`src/rtl/tmoPkg.sv`:
```
`timescale 1ns/1ps
package tmoPkg;

  typedef enum logic [2:0] {
    PH_IDLE   = 3'd0,
    PH_ARP    = 3'd1,
    PH_AOPEN  = 3'd2,
    PH_POPEN  = 3'd3,
    PH_ACLOSE = 3'd4,
    PH_PCLOSE = 3'd5,
    PH_SEND   = 3'd6,
    PH_RECV   = 3'd7
  } phase_e;

  // strobes from the decision logic to the timer path
  typedef struct packed {
    logic clrTimer;
    logic run;
    logic bumpRetry;
  } tmoStrobe_t;

  typedef struct packed {
    logic arp;
    logic syn;
    logic synAck;
    logic fin;
    logic finAck;
    logic rst;
    logic data;
    logic dupAck;
  } reqVec_t;

  localparam int NUM_CAUSE = 8;

endpackage

```
`src/rtl/tmoTimerPath.sv`:
```
`timescale 1ns/1ps
module tmoTimerPath
  import tmoPkg::*;
#(
  parameter int TMR_W       = 32,
  parameter int RETRY_LIMIT = 16
) (
  input  logic             clk,
  input  logic             rstN,
  input  logic [TMR_W-1:0] timeoutVal,
  input  logic [2:0]       phaseIn,
  input  tmoStrobe_t       strb,
  output logic             phaseChg,
  output logic             expire,
  output logic             retryExhausted
);

  localparam int RTY_W = $clog2(RETRY_LIMIT + 1);
  localparam logic [RTY_W-1:0] RTY_CAP = RTY_W'(RETRY_LIMIT);

  logic [2:0]       phaseQ;
  logic [TMR_W-1:0] cnt;
  logic [RTY_W-1:0] rty;
  logic [TMR_W:0]   cntNext1;

  assign phaseChg = (phaseIn != phaseQ);
  assign cntNext1 = {1'b0, cnt} + {{TMR_W{1'b0}}, 1'b1};
  assign expire   = strb.run && !strb.clrTimer && (cntNext1 >= {1'b0, timeoutVal});
  assign retryExhausted = (rty >= RTY_CAP);

  always_ff @(posedge clk) begin
    if (!rstN) begin
      phaseQ <= 3'(PH_IDLE);
    end else begin
      phaseQ <= phaseIn;
    end
  end

  // cycle timer: reload on reply, phase change, expiry or when halted
  always_ff @(posedge clk) begin
    if (!rstN) begin
      cnt <= '0;
    end else if (strb.clrTimer || !strb.run || expire) begin
      cnt <= '0;
    end else begin
      cnt <= cntNext1[TMR_W-1:0];
    end
  end

  // retry counter: cleared on phase change, saturates at the cap
  always_ff @(posedge clk) begin
    if (!rstN) begin
      rty <= '0;
    end else if (phaseChg) begin
      rty <= '0;
    end else if (strb.bumpRetry && (rty < RTY_CAP)) begin
      rty <= rty + RTY_W'(1);
    end
  end


  retry_cap_chk: assert property (@(posedge clk) disable iff (!rstN)
    rty <= RTY_CAP);


  cnt_bound_chk: assert property (@(posedge clk) disable iff (!rstN)
    (strb.run && (timeoutVal != '0) && $stable(timeoutVal)) |-> (cnt < timeoutVal));

endmodule

```
`src/rtl/tmoDecide.sv`:
```
`timescale 1ns/1ps
module tmoDecide
  import tmoPkg::*;
(
  input  logic                 clk,
  input  logic                 rstN,
  input  logic [2:0]           phaseIn,
  input  logic                 replyOk,
  input  logic                 rxFault,
  input  logic                 winRetxEn,
  input  logic                 sendPending,
  input  logic                 winSmall,
  input  logic                 phaseChg,
  input  logic                 expire,
  input  logic                 retryExhausted,
  output tmoStrobe_t           strb,
  output reqVec_t              reqOut,
  output logic                 irqOut,
  output logic [NUM_CAUSE-1:0] statusOut
);

  phase_e               phaseE;
  reqVec_t              reqNext;
  reqVec_t              reqQ;
  logic [NUM_CAUSE-1:0] causeNext;
  logic [NUM_CAUSE-1:0] statusQ;
  logic                 bumpNext;
  logic                 bumpQ;
  logic                 irqQ;
  logic                 winStall;

  assign phaseE   = phase_e'(phaseIn);
  assign winStall = winRetxEn && sendPending && winSmall;

  assign strb.clrTimer  = phaseChg || replyOk;
  assign strb.run       = (phaseE != PH_IDLE) && ((phaseE != PH_RECV) || rxFault);
  assign strb.bumpRetry = bumpQ;

  always_comb begin
    reqNext   = '0;
    causeNext = '0;
    bumpNext  = 1'b0;
    if (expire) begin
      case (phaseE)
        PH_ARP: begin
          reqNext.arp  = 1'b1;
          causeNext[0] = 1'b1;
        end
        PH_AOPEN: begin
          causeNext[1] = 1'b1;
          if (retryExhausted) begin
            reqNext.fin = 1'b1;
          end else begin
            reqNext.syn = 1'b1;
            bumpNext    = 1'b1;
          end
        end
        PH_POPEN: begin
          causeNext[2] = 1'b1;
          if (retryExhausted) begin
            reqNext.fin = 1'b1;
          end else begin
            reqNext.synAck = 1'b1;
            bumpNext       = 1'b1;
          end
        end
        PH_ACLOSE: begin
          causeNext[3] = 1'b1;
          reqNext.rst  = 1'b1;
        end
        PH_PCLOSE: begin
          causeNext[4] = 1'b1;
          if (retryExhausted) begin
            reqNext.rst = 1'b1;
          end else begin
            reqNext.finAck = 1'b1;
            bumpNext       = 1'b1;
          end
        end
        PH_SEND: begin
          reqNext.data = 1'b1;
          if (winStall) causeNext[7] = 1'b1;
          else          causeNext[5] = 1'b1;
        end
        PH_RECV: begin
          reqNext.dupAck = 1'b1;
          causeNext[6]   = 1'b1;
        end
        default: ;
      endcase
    end
  end

  always_ff @(posedge clk) begin
    if (!rstN) begin
      reqQ    <= '0;
      irqQ    <= 1'b0;
      bumpQ   <= 1'b0;
      statusQ <= '0;
    end else begin
      reqQ    <= reqNext;
      irqQ    <= expire;
      bumpQ   <= bumpNext;
      statusQ <= statusQ | causeNext;
    end
  end

  assign reqOut    = reqQ;
  assign irqOut    = irqQ;
  assign statusOut = statusQ;


  irq_req_chk: assert property (@(posedge clk) disable iff (!rstN)
    irqQ |-> ($countones(reqQ) == 1));


  quiet_chk: assert property (@(posedge clk) disable iff (!rstN)
    !irqQ |-> (reqQ == '0));


  sticky_chk: assert property (@(posedge clk) disable iff (!rstN)
    ((statusQ & $past(statusQ)) == $past(statusQ)));


  irq_status_chk: assert property (@(posedge clk) disable iff (!rstN)
    irqQ |-> (statusQ != '0));


  aclose_chk: assert property (@(posedge clk) disable iff (!rstN)
    (irqQ && ($past(phaseE) == PH_ACLOSE)) |-> reqQ.rst);


  recv_chk: assert property (@(posedge clk) disable iff (!rstN)
    reqQ.dupAck |-> ($past(phaseE) == PH_RECV));

endmodule

```
`src/rtl/tcpRetryTimer.sv`:
```
`timescale 1ns/1ps
module tcpRetryTimer
  import tmoPkg::*;
#(
  parameter int TMR_W       = 32,
  parameter int RETRY_LIMIT = 16
) (
  input  logic             clk,
  input  logic             rstN,
  input  logic [TMR_W-1:0] timeoutVal,
  input  logic [2:0]       phase,
  input  logic             replyOk,
  input  logic             rxFault,
  input  logic             winRetxEn,
  input  logic             sendPending,
  input  logic             winSmall,
  output logic             reqArp,
  output logic             reqSyn,
  output logic             reqSynAck,
  output logic             reqFin,
  output logic             reqFinAck,
  output logic             reqRst,
  output logic             reqData,
  output logic             reqDupAck,
  output logic             tmoIrq,
  output logic [7:0]       tmoStatus
);

  tmoStrobe_t           strb;
  reqVec_t              reqV;
  logic                 phaseChg;
  logic                 expire;
  logic                 retryExhausted;
  logic [NUM_CAUSE-1:0] statusW;

  tmoTimerPath #(
    .TMR_W      (TMR_W),
    .RETRY_LIMIT(RETRY_LIMIT)
  ) u_path (
    .clk           (clk),
    .rstN          (rstN),
    .timeoutVal    (timeoutVal),
    .phaseIn       (phase),
    .strb          (strb),
    .phaseChg      (phaseChg),
    .expire        (expire),
    .retryExhausted(retryExhausted)
  );

  tmoDecide u_decide (
    .clk           (clk),
    .rstN          (rstN),
    .phaseIn       (phase),
    .replyOk       (replyOk),
    .rxFault       (rxFault),
    .winRetxEn     (winRetxEn),
    .sendPending   (sendPending),
    .winSmall      (winSmall),
    .phaseChg      (phaseChg),
    .expire        (expire),
    .retryExhausted(retryExhausted),
    .strb          (strb),
    .reqOut        (reqV),
    .irqOut        (tmoIrq),
    .statusOut     (statusW)
  );

  assign reqArp    = reqV.arp;
  assign reqSyn    = reqV.syn;
  assign reqSynAck = reqV.synAck;
  assign reqFin    = reqV.fin;
  assign reqFinAck = reqV.finAck;
  assign reqRst    = reqV.rst;
  assign reqData   = reqV.data;
  assign reqDupAck = reqV.dupAck;
  assign tmoStatus = statusW;

endmodule

```
`config.mk`:
```
export PLATFORM = sky130hd
export DESIGN_NAME = tcpRetryTimer
export DESIGN_NICKNAME = d
export VERILOG_FILES = /design/src/rtl/tmoPkg.sv /design/src/rtl/tmoTimerPath.sv /design/src/rtl/tmoDecide.sv /design/src/rtl/tcpRetryTimer.sv
export SDC_FILE = /design/constraint.sdc
export NUM_CORES = 1
export LEC_CHECK = 0
export BUFFER_PORTS_ARGS = -buffer_cell sky130_fd_sc_hd__buf_2
export CAP_MARGIN = 5
export CELL_PAD_IN_SITES_DETAIL_PLACEMENT = 1
export CELL_PAD_IN_SITES_GLOBAL_PLACEMENT = 2
export CORE_MARGIN = 1.5
export CORE_UTILIZATION = 38
export DETAILED_ROUTE_END_ITERATION = 7
export PLACE_DENSITY_LB_ADDON = 0.1
export SLEW_MARGIN = 5
export SYNTH_ARGS = -nofsm -noshare
export SYNTH_HDL_FRONTEND = slang
export SYNTH_HIERARCHICAL = 1
export SYNTH_SLANG_ARGS = --single-unit
```
`constraint.sdc`:
```
create_clock -name clk -period 9.1 [get_ports clk]
set_input_delay 0.91 -clock clk [delete_from_list [all_inputs] [get_ports clk]]
set_output_delay 0.91 -clock clk [all_outputs]
set_load 0.02 [all_outputs]
```
* Yosys cells after proc, flatten, opt, wreduce, memory -nomap -nowiden
Index checks and enable logic that the tools add are counted.
** Storage, ports and cells
- Flip-flop bits (word level) :: 58
- Latch bits :: 0
- Bits in writable memories :: 0
- Output and inout bits :: 17
- Memory bits (read-only) :: 0
- Memories kept :: 0
- Bits of input ports :: 42
** Operators by class
- Equality and inequality tests :: 9
- Bitwise operators :: 2
- Multiply operators :: 0
- Muxes and demuxes :: 15
- Div/mod/pow operators :: 0
- Shifts and indexed selects :: 0
- $lt $le $gt $ge :: 3
- Add/sub/neg operators :: 2
- Reductions and logical operators :: 23
** Operator list (number)
- adder 32 x 1 -> 33 bit, second input constant :: 1
- >= comparator 33 x 32 -> 1 bit :: 1
- AND reduction 3 bit :: 5
- two-way mux 1 bit :: 13
- equality test 3 bit, second input constant :: 4
- two-way mux 8 bit :: 1
- OR 8 bit :: 1
- equality test 3 x 2 -> 1 bit, second input constant :: 2
- logical AND 1 bit :: 6
- OR reduction 2 bit :: 3
- adder 5 x 1 -> 5 bit, second input constant :: 1
- >= comparator 5 bit, second input constant :: 1
- less-than comparator 5 bit, second input constant :: 1
- logical OR 1 bit :: 4
- equality test 3 x 1 -> 1 bit, second input constant :: 1
- != test 3 bit :: 1
- != test 3 bit, second input constant :: 1
- nonzero test 3 bit :: 1
- OR reduction 3 bit :: 1
- zero test 1 bit :: 2
- case mux 1 bit (2 select lines) :: 1
- AND reduction 2 bit :: 1
- inverter 1 bit :: 1

* Logic depth before layout (Yosys ltp)
- Word-level depth :: 7
- Mapped depth :: 13
- Gate-level depth less buffers :: 13

* Hierarchy
Netlist, hierarchy kept.
** By module, submodules not included
- tmoTimerPath :: cells each 324, sequential area each 800.8 µm², instances 1, area an instance 2884.0 µm²
- tmoDecide :: cells each 63, sequential area each 360.3 µm², instances 1, area an instance 706.9 µm²

* Worst setup path after synthesis
Ideal clock, no wire load.
- Kind :: flip-flop to flip-flop
- From :: register u_path.cnt[0]
- To :: register u_decide.reqQ, in the netlist u_decide/reqOut[2]
- Clock period less this slack :: 3.440 ns
- Required time :: 9.013 ns
- Data arrival time :: 3.352 ns
- Path buffers :: 0
- Setup slack :: 5.660 ns
- Stages on the path, launching flop included :: 14
- Path through :: dfxtp_1 -> ha_1 -> nand3_1 -> nor4_2 -> nand3_1 -> xnor2_1 -> ha_1 -> nand4_1 -> nor4_1 -> nand2_1 -> o22ai_2 -> o311a_1 -> nand2_2 -> nor4b_2
** On the way
- Word-level cells in the longest chain between the ends :: 4
** Ends and longest elaborated chain
- from (decl) :: line tmoTimerPath.sv:22 : logic [TMR_W-1:0] cnt;
- from (signal assigned) :: line tmoTimerPath.sv:46 : cnt <= cntNext1[TMR_W-1:0];
- adder 32 x 1 -> 33 bit :: line tmoTimerPath.sv:27 : assign cntNext1 = {1'b0, cnt} + {{TMR_W{1'b0}}, 1'b1};
- named net u_path.cntNext1[28] :: line tmoTimerPath.sv:24 : logic [TMR_W:0] cntNext1;
- >= comparator 33 x 32 -> 1 bit :: line tmoTimerPath.sv:28 : assign expire = strb.run && !strb.clrTimer && (cntNext1 >= {1'b0, timeoutVal});
- logical AND 1 bit :: line tmoTimerPath.sv:28
- named net expire :: line tcpRetryTimer.sv:32 : logic expire;
- AND reduction 2 bit (no source line)
- to (signal assigned) :: line tmoDecide.sv:101 : reqQ <= reqNext;
- to (decl) :: line tmoDecide.sv:24 : reqVec_t reqQ;
The timed path passes the listed nets, and every way through them passes these cells.
A chain may end at the register's enable or synchronous reset.

* Final worst setup path
- From :: register u_path.cnt[0]
- To :: register u_decide.reqQ, in the netlist u_decide/reqOut[6]
** On the way
- Word-level cells in the longest chain between the ends :: 4
** Ends and longest elaborated chain (line)
- adder 32 x 1 -> 33 bit :: tmoTimerPath.sv:27
- named net u_path.cntNext1[28] :: tmoTimerPath.sv:24
- >= comparator 33 x 32 -> 1 bit :: tmoTimerPath.sv:28
- logical AND 1 bit :: tmoTimerPath.sv:28
- named net expire :: tcpRetryTimer.sv:32
- AND reduction 3 bit (no source line)
The timed path passes the listed nets, and every way through them passes these cells.

==> summary.md <==
| Metric | Value |
|---|---|
| Nets | `521` |
| Layout area overhead | `15.6%` |
| Crit start category | `flop` |
| Worst setup path class | `flop to flop` |
| Initial antenna violation count | `0` |
| Syn. warnings | `6` |
| Yosys top cell area share | `0.323` |
| Crit path capture type | `flop` |
| Max-slew violation count | `0` |
| Final hold vios | `0` |
| Final wirelength | `8950 µm` |
| Hold Buf Count CTS | `0` |
| GRT Overall Usage | `0.191` |
| Worst path required time | `9320 ps` |
| Max Root-Sink Buffers | `2` |
| PD cells | `131 mW/mm²` |
| Worst Reg-to-Reg Cells | `13` |
| Synth Cell Area | `0.00359 mm²` |
| H-tree depth | `3` |
| PortBufs | `58` |
| Min Tclk post-route | `4180 ps` |
| Post-Syn Instances | `387` |
| Syn Nets | `464` |
| Hold Path Cell Cnt | `2` |
| Reg power frac | `0.470` |
| Fin crit share | `0.460` |
| Setup TNS | `0 ps` |
| Core Region | `0.00920 mm²` |
| IO Pins | `59` |
| Reg2reg start | `u_path/cnt[0]` |
| Worst Skew | `12.0 ps` |
| ANT nets after route | `0` |
| Vias in the first global route | `3,075` |
| Power share of the clock group | `0.469` |
| Slew headroom | `0.616` |
| Switching power | `0.123 mW` |
| Sw Ratio | `0.226` |
| Vias | `2,981` |
| # setup viols final | `0` |
| DIE HEIGHT | `100 µm` |
| Root buffer selected by CTS | `clkbuf_8` |
| DP HPWL | `6660 µm` |
| Worst Hold Slack | `463 ps` |
| CP top delay family | `simple AND/OR/NAND/NOR gates` |
| Crit path depth | `13` |
| Max IR drop VDD | `0.0862 mV` |
| Starting density of the core | `0.390` |
| Slew @ Worst Pin | `572 ps` |
| Congestion Overflow GR | `0` |
| DRC viols | `0` |
| Seq cells post-synth | `58` |
| Clk slew on worst S/H paths | `70 ps` |
| Setup repair after global routing missed its margin | `no` |
| WP data arrival | `4410 ps` |
| Dominant synthesized flop cell | `dfxtp_1` |
| Row Count | `35` |
| Syn_area_per_cell | `9.28 µm²` |
| Hold EP | `u_decide/statusOut[5]` |
| Routed length per instance | `16.0 µm` |
| Commonest non-fill, non-tap cells in the layout | `buf_2 (58), dfxtp_1 (58), inv_1 (41)` |
| Setup repair bufs after CTS | `0` |
| Die Wd | `100 µm` |
| Crit-path max FO | `9` |
| Largest net degree at the start of global routing | `33` |
| Critical path buffer and inverter count | `0` |
| Die ar. | `0.0100 mm²` |
| Share of layout cells above drive strength 1 | `0.243` |
| Inserted Clock Buffers | `9` |
| Combinational share of power | `0.062` |
| Fin cells | `559` |
| Drt first pass iters | `4` |
| Setup slack, reg-to-reg | `4920 ps` |
| Global-route wire length before repair | `15,100 µm` |
| Slowest CP cell | `nor4_2` |
| Post-CTS Resized | `0` |
| EDFF count, synth | `0` |
| # placed instances | `544` |
| Slowest stage delay, CP | `570 ps` |
| Outcome | `complete, no violations` |
| Sequential-to-total area share from yosys stat | `0.323` |
| Routability congestion estimate | `0.762` |
| Iter 0 DRT Violations | `59` |
| Clock tree sinks | `58` |
| Internal power | `0.420 mW` |
| Max Fclk | `0.239 GHz` |
| Synth area leaders | `dfxtp_1 (32%), ha_1 (12%), xnor2_1 (6.3%)` |
| Max cap viols | `0` |
| R2r endpoint | `u_decide/reqOut[6]` |
| CTS tree | `done` |
| Hold path start | `u_decide/statusOut[5]` |
| Async SR Flop Fraction | `0` |
| Synth unique cells | `53` |
| Hold Path Class | `flop to flop` |
| Worst skew pair latency | `330 ps` |
| P_leak | `1.88 nW` |
| DR vias/cell | `5.33` |
| CP Cell Sequence | `ha_1 > nand3_1 > nor4_2 > nand3_1 > xnor2_1 > ha_1 > nand4_1 > nor4_1 > nand2_1 > o22ai_2 > o311a_1 > nand2_2 > nor4_1` |
| Antenna diodes | `0` |
| Post-synth top area cell | `dfxtp_1` |
==> state kept, by name, summed over array words and instances (netlist names) <==
signal / count
u_path/cnt: 32
u_decide/reqOut: 8
u_decide/statusOut: 8
u_path/rty: 5
u_path/phaseQ: 3
u_decide/bumpQ: 1
u_decide/irqOut: 1
==> cells in the mapped netlist (2+ instances only) <==
library cell,instances
nor4b_2,13
nand4_4,2
and3_1,5
o21a_1,5
o31ai_1,2
and4_1,3
buf_2,4
a221oi_1,2
o21ai_0,6
and4b_2,2
ha_1,35
inv_1,41
buf_6,3
buf_4,3
nor4b_1,11
nand3_1,18
xor2_1,10
nand3b_1,2
and2_1,5
nand2_1,30
nor2b_1,2
nand2b_1,2
nor2_1,18
dfxtp_1,58
a21oi_1,12
and4bb_2,3
nor4_1,6
a41oi_1,2
xnor2_1,26
clkbuf_1,4
nor3_1,12
nor4_4,2
nand4_1,18
==> per-stage QoR <==
stage / setup slack [ps] / power (mW) / instance area [µm²] / util
after floorplan: 5660 / 0.280 / 3590 / -
final: 4920 / 0.543 / 4150 / 0.451
after global placement: 5070 / 0.293 / 3940 / 0.429
after detailed placement: 4900 / 0.295 / 3940 / 0.429
after global routing: 4430 / 0.573 / 4150 / 0.451
after CTS: 4880 / 0.553 / 4150 / 0.451
==> final cells by class <==
class,instances,area [µm²]
Fill cell,1107,5050
Tap cell,111,139
Multi-Input combinational cell,274,2180
Clock buffer,9,124
Sequential cell,58,1160
Inverter,41,154
Clock inverter,6,82.6
Timing Repair Buffer,60,305
==> per-layer routing <==
| layer | track usage | up-vias | wire [µm] | share of wire |
|---|---|---|---|---|
| met3 | 0.0230 | 9 | 224 | 0.025 |
| met2 | 0.329 | 45 | 4290 | 0.48 |
| met4 | 0.0553 | 0 | 100 | 0.011 |
| li1 | - | 1490 | - | - |
| met5 | 0 | - | 0 | 0 |
| met1 | 0.252 | 1437 | 4330 | 0.48 |
==> worst reg2reg max path, cell delays in order (launching register included) <==
cell and delay, ps:
dfxtp_1 400, ha_1 210, nand3_1 290, nor4_2 570, nand3_1 160, xnor2_1 180
ha_1 330, nand4_1 180, nor4_1 540, nand2_1 120, o22ai_2 210, o311a_1 470
nand2_2 190, nor4_1 230
==> logic make-up after synthesis <==
family,Yosys count,share of synthesized area
adder cells (fa/ha/maj),35,0.122
AO/OA/AOI/OAI,37,0.0721
AND/OR/NAND/NOR,166,0.326
buffers and inverters,55,0.0683
XOR/XNOR,36,0.0878
flip-flops,58,0.323
==> power groups by stage <==
stage	sequential (mW)	combinational [mW]	clock [mW]
6_report	0.255	0.0335	0.255
3_3_place_gp	0.261	0.0327	0
3_5_place_dp	0.261	0.0337	0
4_1_cts	0.255	0.0341	0.264
2_1_floorplan	0.261	0.0193	0
5_1_grt	0.255	0.0378	0.280
==> how the worst max path moves through the flow <==
stage | start | endpoint
after floorplan | u_path/cnt[0] | u_decide/reqOut[2]
after global placement | u_path/cnt[0] | u_decide/statusOut[7]
after detailed placement | u_path/cnt[0] | u_decide/reqOut[2]
after CTS | u_path/cnt[0] | u_decide/reqOut[6]
after global routing | u_path/cnt[0] | u_decide/reqOut[6]
final | u_path/cnt[0] | u_decide/reqOut[6]
(Power assumes the default switching activity.)
